===== src/rtl/fp_recip_exp.sv =====
module fp_recip_exp #(
  parameter int SP_EXP = 8,
  parameter int SP_FRAC = 23,
  parameter int DP_EXP = 11,
  parameter int DP_FRAC = 52
) (
  input  logic        clk,
  input  logic        rst_n,
  input  logic        op_valid,
  input  logic [63:0] op,
  input  logic        sel_dbl,
  input  logic        dnan_mode,
  output logic        res_valid,
  output logic [63:0] res,
  output logic        res_invalid
);
  localparam int SP_W = 1 + SP_EXP + SP_FRAC;
  localparam int DP_W = 1 + DP_EXP + DP_FRAC;

  logic               s_sign, d_sign;
  logic [SP_EXP-1:0]  s_exp;
  logic [DP_EXP-1:0]  d_exp;
  logic [SP_FRAC-1:0] s_frac;
  logic [DP_FRAC-1:0] d_frac;
  logic               s_nan, d_nan, s_snan, d_snan;
  logic [SP_W-1:0]    s_out;
  logic [DP_W-1:0]    d_out;
  logic [63:0]        nxt_res;
  logic               nxt_inv;

  assign {s_sign, s_exp, s_frac} = op[SP_W-1:0];
  assign {d_sign, d_exp, d_frac} = op[DP_W-1:0];

  assign s_nan  = (&s_exp) && (|s_frac);
  assign d_nan  = (&d_exp) && (|d_frac);
  assign s_snan = s_nan && !s_frac[SP_FRAC-1];
  assign d_snan = d_nan && !d_frac[DP_FRAC-1];

  always_comb begin
    if (s_nan && dnan_mode)
      s_out = {1'b0, {SP_EXP{1'b1}}, 1'b1, {(SP_FRAC-1){1'b0}}};
    else if (s_nan)
      s_out = {s_sign, s_exp, 1'b1, s_frac[SP_FRAC-2:0]};
    else if (s_exp == '0)
      s_out = {s_sign, {(SP_EXP-1){1'b1}}, 1'b0, {SP_FRAC{1'b0}}};
    else
      s_out = {s_sign, ~s_exp, {SP_FRAC{1'b0}}};
  end

  always_comb begin
    if (d_nan && dnan_mode)
      d_out = {1'b0, {DP_EXP{1'b1}}, 1'b1, {(DP_FRAC-1){1'b0}}};
    else if (d_nan)
      d_out = {d_sign, d_exp, 1'b1, d_frac[DP_FRAC-2:0]};
    else if (d_exp == '0)
      d_out = {d_sign, {(DP_EXP-1){1'b1}}, 1'b0, {DP_FRAC{1'b0}}};
    else
      d_out = {d_sign, ~d_exp, {DP_FRAC{1'b0}}};
  end

  assign nxt_res = sel_dbl ? 64'(d_out) : 64'(s_out);
  assign nxt_inv = sel_dbl ? d_snan : s_snan;

  always_ff @(posedge clk) begin
    if (!rst_n) begin
      res_valid   <= 1'b0;
      res         <= '0;
      res_invalid <= 1'b0;
    end else begin
      res_valid <= op_valid;
      if (op_valid) begin
        res         <= nxt_res;
        res_invalid <= nxt_inv;
      end
    end
  end
endmodule



===== config.mk =====
export PLATFORM = sky130hd
export DESIGN_NAME = fp_recip_exp
export DESIGN_NICKNAME = d
export VERILOG_FILES = /design/src/rtl/fp_recip_exp.sv
export SDC_FILE = /design/constraint.sdc
export NUM_CORES = 1
export LEC_CHECK = 0
export ABC_AREA = 1
export CAP_MARGIN = 40
export CELL_PAD_IN_SITES_DETAIL_PLACEMENT = 1
export CELL_PAD_IN_SITES_GLOBAL_PLACEMENT = 2
export CORE_UTILIZATION = 34
export CTS_CLUSTER_SIZE = 14
export DETAILED_ROUTE_END_ITERATION = 10
export DONT_BUFFER_PORTS = 1
export PLACE_DENSITY_LB_ADDON = 0.1
export SLEW_MARGIN = 20
export SYNTH_ARGS = -nofsm -noshare
export SYNTH_HDL_FRONTEND = slang
export SYNTH_SLANG_ARGS = --single-unit

===== constraint.sdc =====
create_clock -name clk -period 2.5 [get_ports clk]
set_input_delay 0.125 -clock clk [delete_from_list [all_inputs] [get_ports clk]]
set_output_delay 0.125 -clock clk [all_outputs]
set_load 0.01 [all_outputs]

# Yosys cells after proc, flatten, opt, wreduce, memory -nomap -nowiden
# Index checks and enable logic that the tools add are counted.
[totals]
in_bits = 69
reg_bits = 66
output_inout_bits = 66
wordCells = 27
[classes]
bitwise = 2
n_mux = 8
reduce_logical = 14
[op_table]
columns = ["operator", "count"]
rows = [
  ["$mux 64", 2],
  ["$mux 63", 2],
  ["$mux 31", 2],
  ["$reduce_or 52->1", 1],
  ["$mux 32", 1],
  ["$reduce_or 23->1", 1],
  ["$logic_not 11->1", 1],
  ["$not 11->11", 1],
  ["$reduce_and 11->1", 1],
  ["$logic_not 8->1", 1],
  ["$not 8->8", 1],
  ["$reduce_and 8->1", 1],
  ["$logic_and 1x1->1", 6],
  ["$logic_not 1->1", 2],
  ["$mux 1", 1],
]

# Logic depth before layout (Yosys ltp)
# Gate-level depths: netlist (run 1).
[logic_depth]
depth_word = 5
depth_mapped = 12
mapped_depth_nobuf = 10

# Worst setup path after synthesis (run 1)
# Ideal clock, no wire load.
[synth_path]
path_kind = "input -> register"
from = "in op[23]"
to = "reg res[10]"
arrival_time_ns = 1.177
n_path_buf = 2
required_ns = 2.387
path_stages = 11
slack_ns = 1.210
setup_ns = 0.113
cell_sequence = "or2_0 -> nor2_1 -> nand2_1 -> nor2_1 -> nand2_2 -> buf_6 -> nand3_2 -> nand2_2 -> buf_6 -> nand3_1 -> nand2_1"
[synth_via]
elab_chain_cells = 5
elab_cells_between_ends = 11
cone_classes = "mux (5); reduce/logical (6)"
[synth_rtl]
columns = ["item", "line_no", "text"]
rows = [
  ["start, declared", "10", "input logic [63:0] op,"],
  ["$reduce_or 52->1 / $reduce_and 8->1 (equally long branches)", "35, 34", ""],
  ["$logic_and 1x1->1 (on tied branches)", "35, 34", ""],
  ["$mux 63 (tied with other cells)", "53", "else if (d_nan)"],
  ["$mux 64 / $mux 32 (equally long branches)", "51, 40", ""],
  ["$mux 64 *", "61", "assign nxt_res = sel_dbl ? 64'(d_out) : 64'(s_out);"],
  ["end signal, assigned", "72", "res <= nxt_res;"],
  ["end, declared", "14", "output logic [63:0] res,"],
]
# Every way passes the cells marked *; elsewhere a longest branch is shown, timed or not.
# A chain may end at the register's enable or synchronous reset.

# Worst setup path after layout (run 1)
[layout_path]
from = "in op[24]"
to = "reg res_invalid"
[layout_via]
elab_chain_cells = 4
elab_cells_between_ends = 7
cone_classes = "mux (1); reduce/logical (6)"
[layout_rtl]
columns = ["item", "line_no", "text"]
rows = [
  ["$reduce_or 52->1 / $reduce_and 8->1 (equally long branches)", "35, 34", ""],
  ["$logic_and 1x1->1 (on tied branches)", "35, 34", ""],
  ["$logic_and 1x1->1 (on tied branches)", "37, 36", ""],
  ["$mux 1 *", "62", "assign nxt_inv = sel_dbl ? d_snan : s_snan;"],
  ["end signal, assigned", "73", "res_invalid <= nxt_inv;"],
  ["end, declared", "15", "output logic res_invalid"],
]
# Marked as above.

==> results by group, run 1 <==
Power
  – Total power: 2.163 mW
  – Psw: around 0.5 mW
  – Clock share of power: 40.8%
  – Total leakage power: 1.633 nW
  – Maximum VDD drop: 0.2361 mV
  – Net Sw Frac: between 20% and 30%
  – Pint: 1.662 mW
  – Power density over cell area: 579.6 mW/mm2
  – Comb power frac: 8.7%
  – Flop pwr share: 50.5%

STA
  – Final TNS setup: 0 ns
  – Final Setup Violations: 0
  – Hold_ws: ~0.013 ns
  – Final Cycle Share: 64.39%
  – Final hold violations: 0
  – Fmax achieved: 621.3 MHz
  – Post-route minimum period: 1.610 ns
  – Worst Skew: 0 ns
  – RSZ-0062 raised after global routing: false
  – Worst slew pin tran: roughly 0.58 ns
  – Slew HR: 61.34%
  – Fin. max-slew vios: 0

Synth
  – Mux contribution to synthesized area: 0%
  – Synth top area cells: dfxtp_1 (44%), nand2_1 (19%), nor2_1 (5.3%)
  – Async SR Flop Fraction: 0%
  – Synth cell count leaders: nand2_1 (152), dfxtp_1 (66), nor2_1 (42)
  – Syn Inst Count: 429
  – Yosys top cell by area: dfxtp_1
  – Syn Nets: 498
  – Main synth FF type: dfxtp_1
  – Most frequent cell after synthesis: nand2_1
  – Main combinational cell family by area after synthesis: simple AND/OR/NAND/NOR gates
  – Post-synthesis register bit count: 66
  – Number of flops mapped to enable cells by yosys: 0
  – Post-Synth XOR/XNOR Area: 0%
  – Synth warn: 0
  – Syn_area_per_cell: 6.938 um2
  – Cell area after synthesis: 0.002977 mm2
  – Post-synthesis compound-gate area fraction: 11.35%
  – Synth Area in Adders: 0%
  – Post-synthesis simple-gate area fraction: a little over a third
  – Post-synth top area share: 44.39%
  – Register area share after synthesis: 44.39%
  – Yosys cell types: 23

Critical path
  – RR Endpoint: res[62]$_SDFFE_PN0P_
  – CP startpoint kind: input port
  – Setup crit end kind: flip-flop
  – Reg2Reg Setup Slack: roughly 1.8 ns
  – Worst EP arrival: approximately 1.8 ns
  – Kind of cell adding the most delay to the critical path: simple AND/OR/NAND/NOR gates
  – FF-to-FF path depth: 2
  – Critical path buffer and inverter count: 1
  – Max incr delay on CP: 0.57 ns
  – Reg2reg start: res[62]$_SDFFE_PN0P_
  – Worst Path Required: 2.71 ns
  – Critical Path, Cell by Cell: nor2_1 -> nand2_1 -> nor2_1 -> nand2_1 -> nor2_1 -> nand2_2 -> nand4_1 -> dlygate4sd3_1 -> a21oi_1
  – Kind of critical path: in -> reg
  – CP most frequent cell: nor2_1
  – CP Max Fanout: 20
  – CP max-delay cell: dlygate4sd3_1

Hold path
  – Hold Startpoint: op_valid
  – Hold Crit Class: in -> reg
  – Hold path cells: 2
  – WHS Endpoint: res[26]$_SDFFE_PN0P_

Detailed routing
  – Drt wl/cell: 16.60 um
  – Final wirelength: roughly 9600 um
  – DRT iter0 DRCs: ~80
  – Vias per cell: 5.090
  – Vias: just under 3000
  – Post-route ant nets: 0
  – DR DRC count: 0
  – Number of iterations in the first detailed-routing pass: 6

Floorplanning
  – Die area: 0.009133 mm2
  – Row cnt: 33
  – CORE AREA: 0.008341 mm2
  – Die Wd: 95.57 um
  – Initial Utilization: 35.69%
  – # IOs: 135
  – Die Height: approximately 96 um

Global route
  – Met1 Use GR: 25.35%
  – Largest net degree at the start of global routing: 51
  – GR peak layer: met2
  – Met3 Use GR: a little under 7%
  – Vias in the first global route: 2968
  – Total grt overflow: 0
  – First-pass GRT wire length: roughly 15000 um
  – Met2 Usage GRT: 36.01%
  – Initial antenna violation count: 0
  – GR Util All Layers: 21.04%

Layout
  – Area delta synth->final: 25.39%
  – Layout fillers: approximately 1100
  – Fraction of layout cells with a size suffix above 1: 7.353%
  – Layout Nets: 542
  – N_diodes: 0

Placement
  – Final GP Congestion: roughly 0.76
  – Detailed Place HPWL: 6201 um
  – Port Buf Inserts: 0

Clocking
  – Clk buf depth: 2
  – Clock transition at the registers of the reported paths: 0.07 ns
  – CTS buffer count: 9
  – Root buffer cell: clkbuf_8
  – CTS HTree Levels: 3
  – Clock sink count: 66
  – Clk_lat worst skew: 0.33 ns
  – Post-CTS Setup Inserts: 0
  – CTS tree: yes

Status
  – Status: finished clean

Flow run
  – Max Cap Viol: 0
[how the worst max path moves through the flow]
stage / startpoint / endpoint / slack (ns) / cells after the start
final: op[24] / res_invalid$_SDFFE_PN0P_ / 0.89 / 9
after global routing: op[24] / res_invalid$_SDFFE_PN0P_ / 0.74 / 9
after CTS: op[24] / res_invalid$_SDFFE_PN0P_ / 0.92 / 9
after detailed placement: op[24] / res[7]$_SDFFE_PN0P_ / 0.65 / 10
after global placement: op[24] / res[0]$_SDFFE_PN0P_ / 0.67 / 10
after floorplan: op[23] / res[10]$_SDFFE_PN0P_ / 1.21 / 11
[stage by stage]
| stage | cell area, um2 | instances | setup WS, ns | util (%) |
|---|---|---|---|---|
| floorplan | 2977 | 429 | 1.210 | - |
| global placement | 3020 | 516 | 0.6663 | 36.21 |
| detailed placement | 3020 | 516 | 0.6533 | 36.21 |
| CTS | 3722 | 580 | 0.9232 | 44.63 |
| global route | 3732 | 581 | 0.7392 | 44.75 |
| finish | 3732 | 581 | 0.8903 | 44.75 |
[per-layer routing]
metal / wire, um / vias to the layer above
li1: - / 1468
met1: 4149 / 1391
met2: 4647 / 90
met3: 728 / 8
met4: 115 / 0
met5: 0 / -
[logic make-up (layout without fill, tap and decap cells)]
| kind of cell | Yosys count | after routing |
|---|---|---|
| simple gates | 252 | 252 |
| flops | 66 | 66 |
| compound gates | 59 | 59 |
| buf+inv | 52 | 99 |
[area by class of cell]
cell class	instances	area [um2]	share of cell area, %
Clock buffer	11	151.4	4.056
Clock inverter	3	40.04	1.073
Inverter	31	116.4	3.118
Multi-Input combinational cell	311	1429	38.28
Sequential cell	66	1321	35.40
Tap cell	105	131.4	3.520
Timing Repair Buffer	54	543.0	14.55
[power by group through the flow]
stage	sequential (mW)	combinational, mW	clock (mW)
6_report	1.09	0.189	0.882
5_1_grt	1.09	0.211	0.952
4_1_cts	1.09	0.189	0.913
3_5_place_dp	1.12	0.111	0
3_3_place_gp	1.12	0.108	0
2_1_floorplan	1.11	0.0984	0
[cell usage in the layout, fill, tap and decap left out, drive strengths merged]
cell type / instances
nand2: 154
dfxtp: 66
dlygate4sd3: 50
nor2: 42
o21ai: 35
nand3: 32
inv: 29
a21oi: 22
nand4: 17
clkbuf: 11
buf: 4
clkinv: 4
nor4: 3
nor3: 3
a22oi: 2
or2: 1
bufinv: 1
[repair_timing]
| action | CTS | global route |
|---|---|---|
| resized for setup | 0 | 0 |
| hold buffers | 50 | 1 |
| endpoints found under the hold margin | 61 | 1 |
[flip-flops by register name, summed over array words and instances, names as in the netlist]
register and count:
res_invalid 1, res 64, res_valid 1
(Power assumes the default switching activity.)
==> run 2: changes to the inputs <==
CORE_UTILIZATION = 32   (was 34)
clock period = 1.63 ns   (was 2.5 ns; I/O delays follow)
==> results by group, run 2 (synthesis gave the netlist of run 1 again) <==
Placement
  – Port Buf Inserts: 0 (unchanged)
  – Detailed Place HPWL: 6339 um (was 6201 um)
  – Worst slack, placed: 0.1329 ns (was 0.6533 ns)
  – Final GP Congestion: 0.7297 (was 0.7633)

Critical path
  – Critical path buffer and inverter count: 2 (was 1)
  – Kind of cell adding the most delay to the critical path: buffers and inverters (was simple AND/OR/NAND/NOR gates)
  – FF-to-FF path depth: 3 (was 2)
  – Kind of critical path: in -> reg (unchanged)
  – CP startpoint kind: input port (unchanged)
  – CP Max Fanout: 12 (was 20)
  – Reg2reg start: res[30]$_SDFFE_PN0P_ (was res[62]$_SDFFE_PN0P_)
  – RR Endpoint: res[30]$_SDFFE_PN0P_ (was res[62]$_SDFFE_PN0P_)
  – Critical path launch point: sel_dbl (was op[24])
  – CP max-delay cell: dlygate4sd3_1 (unchanged)
  – Worst Path Required: 1.86 ns (was 2.71 ns)
  – Setup crit end kind: flip-flop (unchanged)
  – Critical Path, Cell by Cell: dlygate4sd3_1 -> nor2_1 -> dlygate4sd3_1 -> nor2_1 -> a21oi_1 (was nor2_1 -> nand2_1 -> nor2_1 -> nand2_1 -> nor2_1 -> nand2_2 -> nand4_1 -> dlygate4sd3_1 -> a21oi_1)
  – Max incr delay on CP: 0.87 ns (was 0.57 ns)
  – Reg2Reg Setup Slack: 0.41 ns (was 1.75 ns)
  – Worst EP arrival: 1.79 ns (was 1.82 ns)

Detailed routing
  – Number of iterations in the first detailed-routing pass: 7 (was 6)
  – Post-route ant nets: 0 (unchanged)
  – Drt wl/cell: 16.53 um (was 16.60 um)
  – DR DRC count: 12 (was 0)
  – Vias per cell: 5.050 (was 5.090)
  – Final wirelength: 9983 um (was 9642 um)
  – DRT iter0 DRCs: 90 (was 78)
  – Vias: 3050 (was 2957)

Global route
  – Total grt overflow: 0 (unchanged)
  – Vias in the first global route: 3190 (was 2968)
  – Largest net degree at the start of global routing: 53 (was 51)
  – GR Util All Layers: 21.09% (was 21.04%)
  – Initial antenna violation count: 0 (unchanged)
  – First-pass GRT wire length: 16030 um (was 14720 um)

Hold path
  – Hold Startpoint: op[52] (was op_valid)
  – WHS Endpoint: res[52]$_SDFFE_PN0P_ (was res[26]$_SDFFE_PN0P_)
  – Hold Crit Class: in -> reg (unchanged)
  – Hold path cells: 5 (was 2)

Clocking
  – CTS tree: yes (unchanged)
  – Clk buf depth: 2 (unchanged)
  – CTS buffer count: 9 (unchanged)
  – Clock sink count: 66 (unchanged)
  – Clock transition at the registers of the reported paths: 0.07 ns (about the same)
  – Clk_lat worst skew: 0.33 ns (about the same)
  – Root buffer cell: clkbuf_8 (unchanged)
  – CTS HTree Levels: 3 (unchanged)

STA
  – Final Cycle Share: 96.05%
  – Fmax achieved: 638.8 MHz
  – Slew HR: 63.22% (was 61.34%)
  – Hold_ws: 0.01354 ns (was 0.01303 ns)
  – Final hold violations: 0 (unchanged)
  – Final TNS setup: 0 ns (unchanged)
  – Setup ws final: 0.06444 ns (was 0.8903 ns)
  – Fin. max-slew vios: 0 (unchanged)
  – RSZ-0062 raised after global routing: false (unchanged)
  – Final Setup Violations: 0 (unchanged)
  – Post-route minimum period: around 1.6 ns
  – Worst slew pin tran: 0.5517 ns (was 0.5781 ns)
  – Worst Skew: 0 ns (unchanged)

Floorplanning
  – CORE AREA: 0.008848 mm2 (was 0.008341 mm2)
  – Initial Utilization: 33.64% (was 35.69%)
  – Die Height: 98.45 um (was 95.57 um)
  – Row cnt: 34 (was 33)
  – Die area: 0.009691 mm2 (was 0.009133 mm2)
  – # IOs: 135 (unchanged)
  – Die Wd: 98.45 um (was 95.57 um)

Status
  – Failing checks: design-rule violations
  – Status: finished, violations left (was finished clean)

Layout
  – Seq. cell area: 0.001321 mm2 (unchanged)
  – Area delta synth->final: 32.91% (was 25.39%)
  – Top reg by flops: res (unchanged)
  – N_diodes: 0 (unchanged)
  – Layout fillers: 1110 (was 1057)
  – Commonest non-fill, non-tap cell in the layout: nand2_1 (unchanged)
  – Max reg flops: 64 (unchanged)
  – Most frequent cells in the layout: nand2_1 (151), dfxtp_1 (66), dlygate4sd3_1 (65) (was nand2_1 (152), dfxtp_1 (66), dlygate4sd3_1 (50))
  – Top Registers: res (64), res_invalid (1), res_valid (1) (unchanged)
  – Area of the multi-input gates: 0.001439 mm2 (was 0.001429 mm2)
  – Layout Nets: 561 (was 542)
  – Fin util: 44.71% (was 44.75%)
  – Fraction of layout cells with a size suffix above 1: 8.468% (was 7.353%)

Power
  – Total leakage power: 1.732 nW (was 1.633 nW)
  – Maximum VDD drop: 0.3418 mV (was 0.2361 mV)
  – Power density over cell area: 869.0 mW/mm2 (was 579.6 mW/mm2)
  – Total power: 3.438 mW (was 2.163 mW)

Flow run
  – Max Cap Viol: 0 (unchanged)
-- run 2: cell count changes in the layout (fill, tap and decap cells not counted) --
| cell | before | now |
|---|---|---|
| dlymetal6s4s_1 | 0 | 1 |
| clkinv_2 | 2 | 1 |
| buf_4 | 3 | 5 |
| buf_12 | 1 | 2 |
| dlygate4sd3_1 | 50 | 65 |
| clkbuf_8 | 11 | 12 |
| nor2_1 | 41 | 38 |
| nand2_2 | 2 | 3 |
| nand2_1 | 152 | 151 |
| clkbuf_1 | 0 | 1 |
| nor2_2 | 0 | 3 |
-- run 2: area by class of cell --
class | count | share of cell area, %
clock buffers | 13 | 4.269
clock inverters | 2 | 0.8855
inverters | 31 | 2.941
multi-input cells | 311 | 36.37
flip-flops and latches | 66 | 33.40
well taps | 108 | 3.416
repair buffers | 73 | 18.72
-- run 2: worst min-delay path, stage by stage --
cell     delay [ns]
inv_1          0.02
nand2_1        0.05
nand2_1        0.05
nand3_1        0.06
nand2_1        0.04
-- run 2: layer usage --
layer / share of wire, % / track usage [%] / vias up
met5: 0 / 0 / -
met4: 1.5 / 7.807 / 0
met3: 8.0 / 6.028 / 17
met2: 47 / 35.59 / 98
met1: 44 / 25.56 / 1423
li1: - / - / 1512
-- run 2: per-stage QoR --
stage,cells,area [um2]
global route,604,3956
global placement,522,3059
finish,604,3956
detailed placement,522,3059
CTS,604,3944
floorplan,429,2977
-- run 2: worst max-delay path by stage --
stage                            to  slack, ns  cells past startpoint
6_report       res[26]$_SDFFE_PN0P_       0.06                      5
5_1_grt        res[31]$_SDFFE_PN0P_      0.008                     12
4_1_cts        res[31]$_SDFFE_PN0P_       0.09                      6
3_5_place_dp   res[46]$_SDFFE_PN0P_       0.13                      9
3_3_place_gp   res[45]$_SDFFE_PN0P_       0.17                      9
2_1_floorplan  res[10]$_SDFFE_PN0P_       0.38                     11
-- run 2: repair_timing --
item,4_1_cts,5_1_grt
gates resized for setup,0,5
buffers inserted,0,0
setup endpoints to repair,0,18
endpoints found under the hold margin,66,0
hold buffers,67,0
-- run 2: report_power, final --
part	internal, mW	switching [mW]
Combinational	0.170	0.164
Clock	0.822	0.606
Sequential	1.64	0.0346
Total	2.63	0.804
